===== src/rtl/memdep_pkg.sv =====
package memdep_pkg;

  localparam int MD_UNITS  = 4;
  localparam int MD_UNIT_W = $clog2(MD_UNITS);

  typedef logic [MD_UNITS-1:0] unitVec_t;

  // Strobes from control to datapath
  typedef struct packed {
    unitVec_t issued;
    unitVec_t retired;
  } mdStrobe_t;

  // Does a new operation need to wait on an older one?
  function automatic logic needsOrder(input logic newLd, input logic newSt,
                                      input logic oldLd, input logic oldSt);
    return (newSt && (oldLd || oldSt)) || (newLd && oldSt);
  endfunction

endpackage


===== src/rtl/memdep_datapath.sv =====
module memdep_datapath
  import memdep_pkg::*;
#(
  parameter int CMP_W = 4
) (
  input  logic                              clk,
  input  logic                              rstN,
  input  mdStrobe_t                         strobes,
  input  logic [MD_UNITS-1:0]               agenValid,
  input  logic [MD_UNITS-1:0][CMP_W-1:0]    agenLow,
  input  logic [MD_UNITS-1:0]               considerMask,
  output logic [MD_UNITS-1:0][MD_UNITS-1:0] relax,
  output logic [MD_UNITS-1:0]               genFlag
);

  logic [MD_UNITS-1:0][CMP_W-1:0] lowAddr;
  logic [MD_UNITS-1:0]            genQ;

  always_ff @(posedge clk or negedge rstN) begin
    if (!rstN) begin
      genQ    <= '0;
      lowAddr <= '0;
    end else begin
      for (int u = 0; u < MD_UNITS; u++) begin
        if (strobes.issued[u] || strobes.retired[u]) begin
          genQ[u] <= 1'b0;
        end else if (agenValid[u]) begin
          genQ[u]    <= 1'b1;
          lowAddr[u] <= agenLow[u];
        end
      end
    end
  end

  // Pairwise clash test, gated by generation and consideration
  always_comb begin
    for (int i = 0; i < MD_UNITS; i++) begin
      for (int j = 0; j < MD_UNITS; j++) begin
        relax[i][j] = (i != j) && genQ[i] && genQ[j] &&
                      considerMask[i] && considerMask[j] &&
                      (lowAddr[i] != lowAddr[j]);
      end
    end
  end

  assign genFlag = genQ;

endmodule


===== src/rtl/memdep_control.sv =====
module memdep_control
  import memdep_pkg::*;
(
  input  logic                              clk,
  input  logic                              rstN,
  input  logic                              issueValid,
  input  logic [MD_UNIT_W-1:0]              issueUnit,
  input  logic                              issueLoad,
  input  logic                              issueStore,
  input  logic [MD_UNITS-1:0]               retireMask,
  input  logic [MD_UNITS-1:0][MD_UNITS-1:0] relax,
  output mdStrobe_t                         strobes,
  output logic [MD_UNITS-1:0]               occupied,
  output logic [MD_UNITS-1:0]               isStore,
  output logic [MD_UNITS-1:0][MD_UNITS-1:0] depMat,
  output logic [MD_UNITS-1:0]               grant
);

  logic [MD_UNITS-1:0]               issueHot;
  logic [MD_UNITS-1:0]               occQ;
  logic [MD_UNITS-1:0]               ldQ;
  logic [MD_UNITS-1:0]               stQ;
  logic [MD_UNITS-1:0][MD_UNITS-1:0] depQ;
  logic [MD_UNITS-1:0][MD_UNITS-1:0] depNext;

  always_comb begin
    issueHot = '0;
    if (issueValid) issueHot[issueUnit] = 1'b1;
  end

  always_comb begin
    strobes.issued  = issueHot;
    strobes.retired = retireMask;
  end

  // Row i: unit i waits on unit j
  always_comb begin
    for (int i = 0; i < MD_UNITS; i++) begin
      for (int j = 0; j < MD_UNITS; j++) begin
        if (issueHot[i]) begin
          depNext[i][j] = (i != j) && occQ[j] && !retireMask[j] &&
                          needsOrder(issueLoad, issueStore, ldQ[j], stQ[j]);
        end else begin
          depNext[i][j] = depQ[i][j] && !relax[i][j] && !retireMask[j] &&
                          !retireMask[i] && !issueHot[j];
        end
      end
    end
  end

  always_ff @(posedge clk or negedge rstN) begin
    if (!rstN) begin
      depQ <= '0;
      occQ <= '0;
      ldQ  <= '0;
      stQ  <= '0;
    end else begin
      depQ <= depNext;
      occQ <= (occQ | issueHot) & ~retireMask;
      for (int u = 0; u < MD_UNITS; u++) begin
        if (issueHot[u]) begin
          ldQ[u] <= issueLoad;
          stQ[u] <= issueStore;
        end
      end
    end
  end

  always_comb begin
    for (int i = 0; i < MD_UNITS; i++) begin
      grant[i] = occQ[i] && (depQ[i] == '0);
    end
  end

  assign occupied = occQ;
  assign isStore  = stQ;
  assign depMat   = depQ;

endmodule


===== src/rtl/memdep_matrix.sv =====
module memdep_matrix
  import memdep_pkg::*;
#(
  parameter int CMP_W = 4
) (
  input  logic                           clk,
  input  logic                           rstN,
  input  logic                           issueValid,
  input  logic [MD_UNIT_W-1:0]           issueUnit,
  input  logic                           issueLoad,
  input  logic                           issueStore,
  input  logic [MD_UNITS-1:0]            agenValid,
  input  logic [MD_UNITS-1:0][CMP_W-1:0] agenLow,
  input  logic [MD_UNITS-1:0]            considerMask,
  input  logic [MD_UNITS-1:0]            retireMask,
  output logic [MD_UNITS-1:0]            grant
);

  mdStrobe_t                         strobes;
  logic [MD_UNITS-1:0][MD_UNITS-1:0] relax;
  logic [MD_UNITS-1:0][MD_UNITS-1:0] depMat;
  logic [MD_UNITS-1:0]               genFlag;
  logic [MD_UNITS-1:0]               occupied;
  logic [MD_UNITS-1:0]               isStore;

  memdep_control ctrl_i (
    .clk       (clk),
    .rstN      (rstN),
    .issueValid(issueValid),
    .issueUnit (issueUnit),
    .issueLoad (issueLoad),
    .issueStore(issueStore),
    .retireMask(retireMask),
    .relax     (relax),
    .strobes   (strobes),
    .occupied  (occupied),
    .isStore   (isStore),
    .depMat    (depMat),
    .grant     (grant)
  );

  memdep_datapath #(.CMP_W(CMP_W)) dp_i (
    .clk         (clk),
    .rstN        (rstN),
    .strobes     (strobes),
    .agenValid   (agenValid),
    .agenLow     (agenLow),
    .considerMask(considerMask),
    .relax       (relax),
    .genFlag     (genFlag)
  );

endmodule


===== config.mk =====
export PLATFORM = sky130hd
export DESIGN_NAME = memdep_matrix
export DESIGN_NICKNAME = d
export VERILOG_FILES = /design/src/rtl/memdep_pkg.sv /design/src/rtl/memdep_datapath.sv /design/src/rtl/memdep_control.sv /design/src/rtl/memdep_matrix.sv
export SDC_FILE = /design/constraint.sdc
export NUM_CORES = 1
export LEC_CHECK = 0
export BUFFER_PORTS_ARGS = -buffer_cell sky130_fd_sc_hd__buf_4
export CAP_MARGIN = 20
export CORE_UTILIZATION = 52
export CTS_BUF_LIST = sky130_fd_sc_hd__clkbuf_2
export DETAILED_ROUTE_END_ITERATION = 8
export PLACE_DENSITY = 0.8
export SYNTH_ARGS = -nofsm -noshare
export SYNTH_HDL_FRONTEND = slang
export SYNTH_SLANG_ARGS = --single-unit
export TNS_END_PERCENT = 30

===== constraint.sdc =====
create_clock -name clk -period 1.05 [get_ports clk]
set_input_delay 0.0525 -clock clk [delete_from_list [all_inputs] [get_ports clk]]
set_output_delay 0.0525 -clock clk [all_outputs]
set_load 0.01 [all_outputs]

==> impl_metrics.py, run 1 <==
metrics = {
    "detailed_routing": {
        "drt_pass1_iterations": 4,
        "drtIter0Drc": 187,
        "drc": 0,
        "antenna_left": 0,
        "viasPerCell": 5.848,
        "via_count": 1994,
        "routed_wl_um": 6454,
        "avgRoutedWirePerCell_um": 18.93,
    },
    "timing": {
        "setup_ws_ns": -0.5949,
        "max_slew_margin": 0.8126,
        "period_share": 1.567,
        "rsz0062_at_grt": "yes",
        "setup_viol_count_final": 16,
        "drv_slew": 0,
        "fin_crit_ns": 1.645,
        "worst_slew_pin_slew_ns": 0.2794,
        "fin_worst_skew_ns": 0.02058,
        "hold_violations": 0,
        "clock.fmax_mhz": 607.9,
    },
    "cells_and_area": {
        "final_util": 0.8139,
        "diodes": 0,
        "layout.nets": 325,
        "drive_gt1_frac": 0.4777,
        "final_cell_area_um2": 3349,
        "syn_to_final_growth_pct": 46.77,
    },
    "logic_synthesis": {
        "synth_seq_cells": 48,
        "synth_area_per_cell_um2": 11.89,
        "ys_seq_area_frac": 0.5263,
        "synthDistinctLibCells": 31,
        "synth_warnings": 0,
        "synth_fp_nets": 227,
        "syn_inst": 192,
        "synth_mux_area_frac": 0.1250,
        "synthAdderAreaFrac": 0,
        "synthesis.area_um2": 2282,
        "synth_top_family_by_area": "multiplexers",
        "synth_compound_area_frac": 0.1223,
        "synth-simple-area-share": 0.1009,
        "synth_area_leaders": "dfrtp_1 53%, mux2_2 9.4%, xnor2_1 9.2%",
        "synth_top_area_cell": "dfrtp_1",
        "synth_xor_xnor_area_share": 0.09211,
        "synth_top_area_share": 0.5263,
    },
    "critical_path": {
        "ff2ff_path_depth": 4,
        "r2r_start": "dp_i.lowAddr[2]",
        "cp_max_fo": 2,
        "crit_path_end_kind": "primary output",
        "cp_slowest_cell": "or4_1",
        "path_class": "reg -> out",
        "cp_num_buf_inv": 1,
        "crit_arrival_ns": 1.59,
        "worstSetupPathDepth": 3,
        "reg2reg_to": "ctrl_i.depMat[8]",
        "max_stage_delay_ns": 0.53,
        "start_kind": "register",
        "cp_top_family": "simple AND/OR/NAND/NOR gates",
        "rrSetupSlack_ns": -0.25,
        "path_cells": "or4_1 > nor2_1 > buf_4",
        "cp.required_ns": 1.00,
    },
    "hold_path": {
        "hold_class": "in -> reg",
        "min_to": "ctrl_i.depMat[3]",
        "hold_depth": 4,
        "min-delay-start": "considerMask[0]",
    },
    "global_routing": {
        "grt_usage": 0.2776,
        "grt-ovfl-total": 0,
        "grt_pass1_wl_um": 9225,
        "grt_max_degree": 31,
        "grt_pass1_vias": 1891,
        "antenna_found_initial": 0,
    },
    "floorplan": {
        "die_area_um2": 4658,
        "rows": 23,
        "start_util": 0.5546,
        "die_h_um": 68.25,
        "ioPinCount": 39,
        "chipWidth_um": 68.25,
        "core-area_um2": 4115,
    },
    "clock_network": {
        "worstSkewPairLatency_ns": 0.41,
        "clk_pin_slew_ns": 0.24,
        "cts_buffers": 5,
        "htree_levels": 2,
        "cts_root_buffer": "clkbuf_2",
        "ctsLongestPathBuffers": 2,
        "cts_tree": "yes",
        "clock_sinks": 48,
    },
    "power": {
        "p_leak_uw": 0.001517,
        "finalPower_uw": 4326,
        "p_per_area_nw_per_um2": 1291,
        "irDropWorstVdd_mv": 0.9179,
    },
    "outcome": {
        "violations": "setup timing",
        "status": "finished, violations left",
    },
    "run": {
        "cap_violations": 0,
    },
    "place": {
        "io_buffer_count": 38,
        "gp_congestion": 0.8994,
        "place_hpwl_um": 3940,
        "postPlaceCellArea_um2": 2769,
    },
}
[report_power, final]
part / switching (uW) / leakage (uW) / internal, uW
Clock: 558 / 0.0000306 / 178
Sequential: 280 / 0.000596 / 2050
Combinational: 486 / 0.000890 / 773
Total: 1320 / 0.00152 / 3000
[layout make-up]
type | instances | area [um2]
well taps | 50 | 62.56
fillers | 232 | 765.7
clock inverters | 1 | 3.754
repair buffers | 96 | 810.8
flip-flops and latches | 48 | 1220
multi-input cells | 127 | 1172
inverters | 12 | 45.04
clock buffers | 7 | 35.03
[state kept, by name, summed over array words and instances (netlist names)]
register         cells
ctrl_i.isStore       4
dp_i.genFlag         4
dp_i.lowAddr        16
ctrl_i.depMat       16
ctrl_i.ldQ           4
ctrl_i.occupied      4
[stage by stage]
step	worst slack, ns	cells	hold WS (ns)	setup TNS (ns)
2_1_floorplan	-0.1596	192	-0.2431	-0.8200
3_3_place_gp	-0.1638	296	-0.05754	-3.442
3_5_place_dp	-0.2002	296	-0.05527	-3.736
4_1_cts	-0.6237	332	0.001428	-3.937
5_1_grt	-0.7103	341	-0.004561	-5.374
6_report	-0.5949	341	0.02390	-4.608
[worst min-delay path, stage by stage]
cell     delay (ns)
buf_4          0.12
nand4_1        0.09
a41oi_2        0.05
o22ai_1        0.10
[metal layers]
layer  GRT usage  part of all wire
met5           0                 0
met4      0.1198             0.034
met3     0.05000             0.056
met2      0.4301              0.49
met1      0.3794              0.42
[kinds of logic after synthesis]
| logic type | after synthesis |
|---|---|
| flops | 48 |
| xor+xnor | 24 |
| compound gates | 38 |
| buf+inv | 17 |
| simple gates | 41 |
| mux | 24 |
[cell usage in the layout (no fill, tap or decap), types with 6 or more instances in the layout]
master         Yosys  routed
nand2_1           10      10
a41oi_2            0       6
xnor2_1           24      11
inv_1             12      11
dfrtp_2            0      15
clkbuf_2           0       7
xnor2_2            0      13
dlygate4sd3_1      0      28
nor2_1             6       6
o22ai_1            8       8
dfrtp_1           48      33
nand4_1           10      10
buf_4              1      65
mux2_2            19      19
[how the worst max path moves through the flow]
stage                           start  slack (ns)          endpoint
floorplan                  issueValid       -0.16   dp_i.lowAddr[0]
global placement         issueUnit[1]       -0.16   dp_i.lowAddr[2]
detailed placement    dp_i.lowAddr[5]       -0.20  ctrl_i.depMat[1]
CTS                 ctrl_i.depMat[12]       -0.62          grant[3]
global route        ctrl_i.depMat[10]       -0.71          grant[2]
finish              ctrl_i.depMat[10]       -0.59          grant[2]
[synthesized netlist by cell type (all sizes together)]
cell type  instances
clkbuf             2
inv               12
o2111ai            2
a211oi             2
or4                4
nand2             10
nor2               6
a31oi              1
or3b               1
dfrtp             48
buf                3
a21oi              4
o21ai              4
mux2              24
nand3              3
xnor2             24
and2               1
o32ai              4
a211o              4
o21a               1
and3               4
nand4             10
nand3b             2
o211a              2
a41oi              6
o22ai              8
[timing repair]
| item | in CTS | in global routing |
|---|---|---|
| endpoints found under the setup margin | 16 | 22 |
| hold buffers | 28 | 0 |
| pin swaps | 6 | 16 |
| resized for setup | 13 | 28 |
| hold endpoints to repair | 94 | 0 |
| setup buffers | 0 | 9 |
Power figures use the tool's default switching activity.
==> run 2: changes to the inputs <==
--- a/config.mk
+++ b/config.mk
@@ -5,13 +5,13 @@
 export SDC_FILE = /design/constraint.sdc
 export NUM_CORES = 1
 export LEC_CHECK = 0
+export ABC_AREA = 1
 export BUFFER_PORTS_ARGS = -buffer_cell sky130_fd_sc_hd__buf_4
 export CAP_MARGIN = 20
-export CORE_UTILIZATION = 52
+export CORE_UTILIZATION = 53
 export CTS_BUF_LIST = sky130_fd_sc_hd__clkbuf_2
 export DETAILED_ROUTE_END_ITERATION = 8
 export PLACE_DENSITY = 0.8
 export SYNTH_ARGS = -nofsm -noshare
 export SYNTH_HDL_FRONTEND = slang
 export SYNTH_SLANG_ARGS = --single-unit
-export TNS_END_PERCENT = 30
==> run 2 against run 1 <==
Effect of this change:
- the flow still finishes with violations (setup timing)
- non-clock buffer count decreased by 10
- wire length increased by 5.9%
- global-route usage increased by 1.1 points
- sequential power decreased by 6%
- clock power increased by 9.1%
- setup slack improved by 0.22 ns
- die area increased by 6.3%
- critical endpoint is now grant[3]
- via count increased by 27%
- final cell count increased by 45%
- design area increased by 3.3%
- core utilization decreased by 3.0 points
- worst hold slack improved by 0.011 ns
==> impl_metrics.py, run 2 <==
metrics = {
    "timing": {
        "fin_worst_skew_ns": 0.02331,
        "period_share": 1.359,
        "clock.fmax_mhz": 700.8,
        "worst_slew_pin_slew_ns": 0.3425,
        "hold_violations": 0,
        "max_slew_margin": 0.7708,
        "fin_crit_ns": 1.427,
        "drv_slew": 0,
        "rsz0062_at_grt": "yes",
        "setup_ws_ns": -0.3769,
        "setup_viol_count_final": 14,
    },
    "clock_network": {
        "cts_buffers": 5,
        "cts_root_buffer": "clkbuf_2",
        "htree_levels": 2,
        "ctsLongestPathBuffers": 2,
        "clk_pin_slew_ns": 0.27,
        "worstSkewPairLatency_ns": 0.47,
        "cts_tree": "yes",
        "clock_sinks": 48,
    },
    "detailed_routing": {
        "drc": 0,
        "drt_pass1_iterations": 4,
        "antenna_left": 0,
        "avgRoutedWirePerCell_um": 13.77,
        "via_count": 2537,
        "drtIter0Drc": 165,
        "routed_wl_um": 6832,
        "viasPerCell": 5.115,
    },
    "place": {
        "place_inst": 446,
        "place_hpwl_um": 4513,
        "gp_congestion": 0.9382,
        "io_buffer_count": 38,
    },
    "logic_synthesis": {
        "synthesis.area_um2": 2477,
        "synth_edf_count": 0,
        "synth_top_area_share": 0.4848,
        "synthAdderAreaFrac": 0,
        "synthArstFlopShare": 1.000,
        "synth_top_area_cell": "dfrtp_1",
        "synth_xor_xnor_area_share": 0,
        "synth_area_leaders": "dfrtp_1 48%, nand2_1 21%, nor2_1 6.7%",
        "synth_mux_area_frac": 0,
        "synth-simple-area-share": 0.3813,
        "synth_compound_area_frac": 0.06869,
        "ys.flop_type": "dfrtp_1",
        "synth_fp_nets": 384,
        "synthDistinctLibCells": 16,
        "synth_warnings": 0,
        "ys_seq_area_frac": 0.4848,
        "synth_commonest_cells": "140 x nand2_1, 48 x dfrtp_1, 44 x nor2_1",
        "synth_top_family_by_area": "simple AND/OR/NAND/NOR gates",
        "synth.most_common_cell": "nand2_1",
        "synth_seq_cells": 48,
        "synth_area_per_cell_um2": 7.098,
        "syn_inst": 349,
    },
    "floorplan": {
        "rows": 24,
        "start_util": 0.5612,
        "ioPinCount": 39,
        "die_area_um2": 4952,
        "chipWidth_um": 70.37,
        "core-area_um2": 4414,
        "die_h_um": 70.37,
    },
    "power": {
        "irDropWorstVdd_mv": 0.8070,
        "power.switching_uw": 1473,
        "p_leak_uw": 0.001853,
        "switching_share": 0.3541,
        "power_frac_comb": 0.284,
        "p_per_area_nw_per_um2": 1202,
        "p_clk_frac": 0.193,
        "power_frac_seq": 0.523,
        "p_int_uw": 2686,
    },
    "cells_and_area": {
        "final_cell_mix": "122 x nand2_1, 54 x buf_4, 47 x dfrtp_1",
        "final_common_cell": "nand2_1",
        "syn_to_final_growth_pct": 39.70,
        "multi_input_area_um2": 1250,
        "diodes": 0,
        "register_area_um2": 1202,
        "final_cell_count_no_fill": 496,
        "n_fill_cell": 332,
        "final_util": 0.7840,
        "layout.nets": 478,
        "drive_gt1_frac": 0.2860,
    },
    "critical_path": {
        "crit_arrival_ns": 1.37,
        "start_kind": "register",
        "cp_max_fo": 2,
        "crit_path_end_kind": "primary output",
        "cp.required_ns": 1.00,
        "path_class": "reg -> out",
        "reg2reg_to": "ctrl_i.depMat[2]",
        "r2r_start": "dp_i.lowAddr[2]",
        "ff2ff_path_depth": 8,
        "rrSetupSlack_ns": -0.04,
    },
    "hold_path": {
        "min-delay-start": "considerMask[1]",
        "hold_depth": 6,
        "hold_class": "in -> reg",
        "min_to": "ctrl_i.depMat[13]",
    },
    "global_routing": {
        "grt-ovfl-total": 0,
        "grt_usage": 0.2881,
        "grt_max_degree": 49,
        "antenna_found_initial": 0,
        "grt_pass1_wl_um": 10980,
        "grt_pass1_vias": 2427,
    },
    "outcome": {
        "violations": "setup timing",
        "status": "finished, violations left",
    },
    "run": {
        "cap_violations": 0,
    },
}
==> run 2: cell types whose count changed after synthesis, sizes merged, moves of 6 or more <==
| cell | delta |
|---|---|
| a21oi | +12 |
| inv | +31 |
| nand2 | +136 |
| mux2 | -24 |
| xnor2 | -24 |
| nor2 | +40 |
| nand4 | -10 |
| nor3 | +13 |
| o22ai | -8 |
| o21ai | +8 |
| a41oi | -6 |
| nand3 | +16 |
==> run 2: final cells by class <==
class                           instances  share of cell area
Sequential cell                        48              0.3474
Clock inverter                          3            0.005423
Clock buffer                            5            0.007231
Tap cell                               52             0.01880
Timing Repair Buffer                   86              0.2126
Inverter                               43             0.04736
Multi-Input combinational cell        259              0.3612
==> run 2: worst max-delay path by stage <==
stage	cells after the start	end	slack [ns]	startpoint
floorplan	8	ctrl_i.depMat[1]	0.13	dp_i.lowAddr[7]
global placement	8	ctrl_i.depMat[8]	-0.01	dp_i.lowAddr[3]
detailed placement	8	ctrl_i.depMat[7]	-0.03	dp_i.lowAddr[6]
CTS	4	grant[3]	-0.39	ctrl_i.depMat[13]
global route	2	grant[3]	-0.45	ctrl_i.depMat[12]
finish	2	grant[3]	-0.38	ctrl_i.depMat[12]
==> run 2: critical path, cell delays in order, from the launching register on <==
cell	delay, ns
dfrtp_1	0.48
nor4_4	0.27
buf_4	0.15
==> run 2: per-stage QoR <==
| stage | hold slack [ns] | instance area (um2) | setup WS, ns | total power (uW) | setup TNS, ns |
|---|---|---|---|---|---|
| global route | 0.05755 | 3461 | -0.4464 | 4366 | -2.614 |
| finish | 0.03466 | 3461 | -0.3769 | 4159 | -1.551 |
| CTS | 0.02338 | 3306 | -0.3925 | 4000 | -1.461 |
| detailed placement | 0.04466 | 2893 | -0.03007 | 3098 | -0.1474 |
| floorplan | -0.2431 | 2477 | 0.1338 | 2713 | 0 |
| global placement | 0.04177 | 2893 | -0.01296 | 3066 | -0.02307 |
==> run 2: routing by layer <==
| layer | global-route usage | part of all wire |
|---|---|---|
| met1 | 0.3925 | 0.44 |
| met2 | 0.4646 | 0.50 |
| met3 | 0.03608 | 0.042 |
| met4 | 0.1178 | 0.021 |
| met5 | 0 | 0 |
==> run 2: timing repair <==
action / in CTS / in global routing
endpoints found under the setup margin: 12 / 32
hold endpoints to repair: 91 / 0
cloned: 0 / 1
hold buffers: 31 / 0
gates resized for setup: 19 / 39
pin swaps: 5 / 17
buffers inserted: 3 / 7
==> run 2: power groups by stage <==
stage | logic [uW] | clock network, uW | registers (uW)
after global routing | 1310 | 860 | 2200
after CTS | 1040 | 807 | 2150
after detailed placement | 922 | 0 | 2180
after global placement | 897 | 0 | 2170
after floorplan | 570 | 0 | 2140
final | 1180 | 803 | 2180
==> run 2: kinds of logic (layout without fill, tap and decap cells) <==
| group | after synthesis | count (layout) |
|---|---|---|
| AOI/OAI and AO/OA | 32 | 32 |
| DFF | 48 | 48 |
| and+or+nand+nor | 226 | 227 |
| buffers and inverters | 43 | 137 |
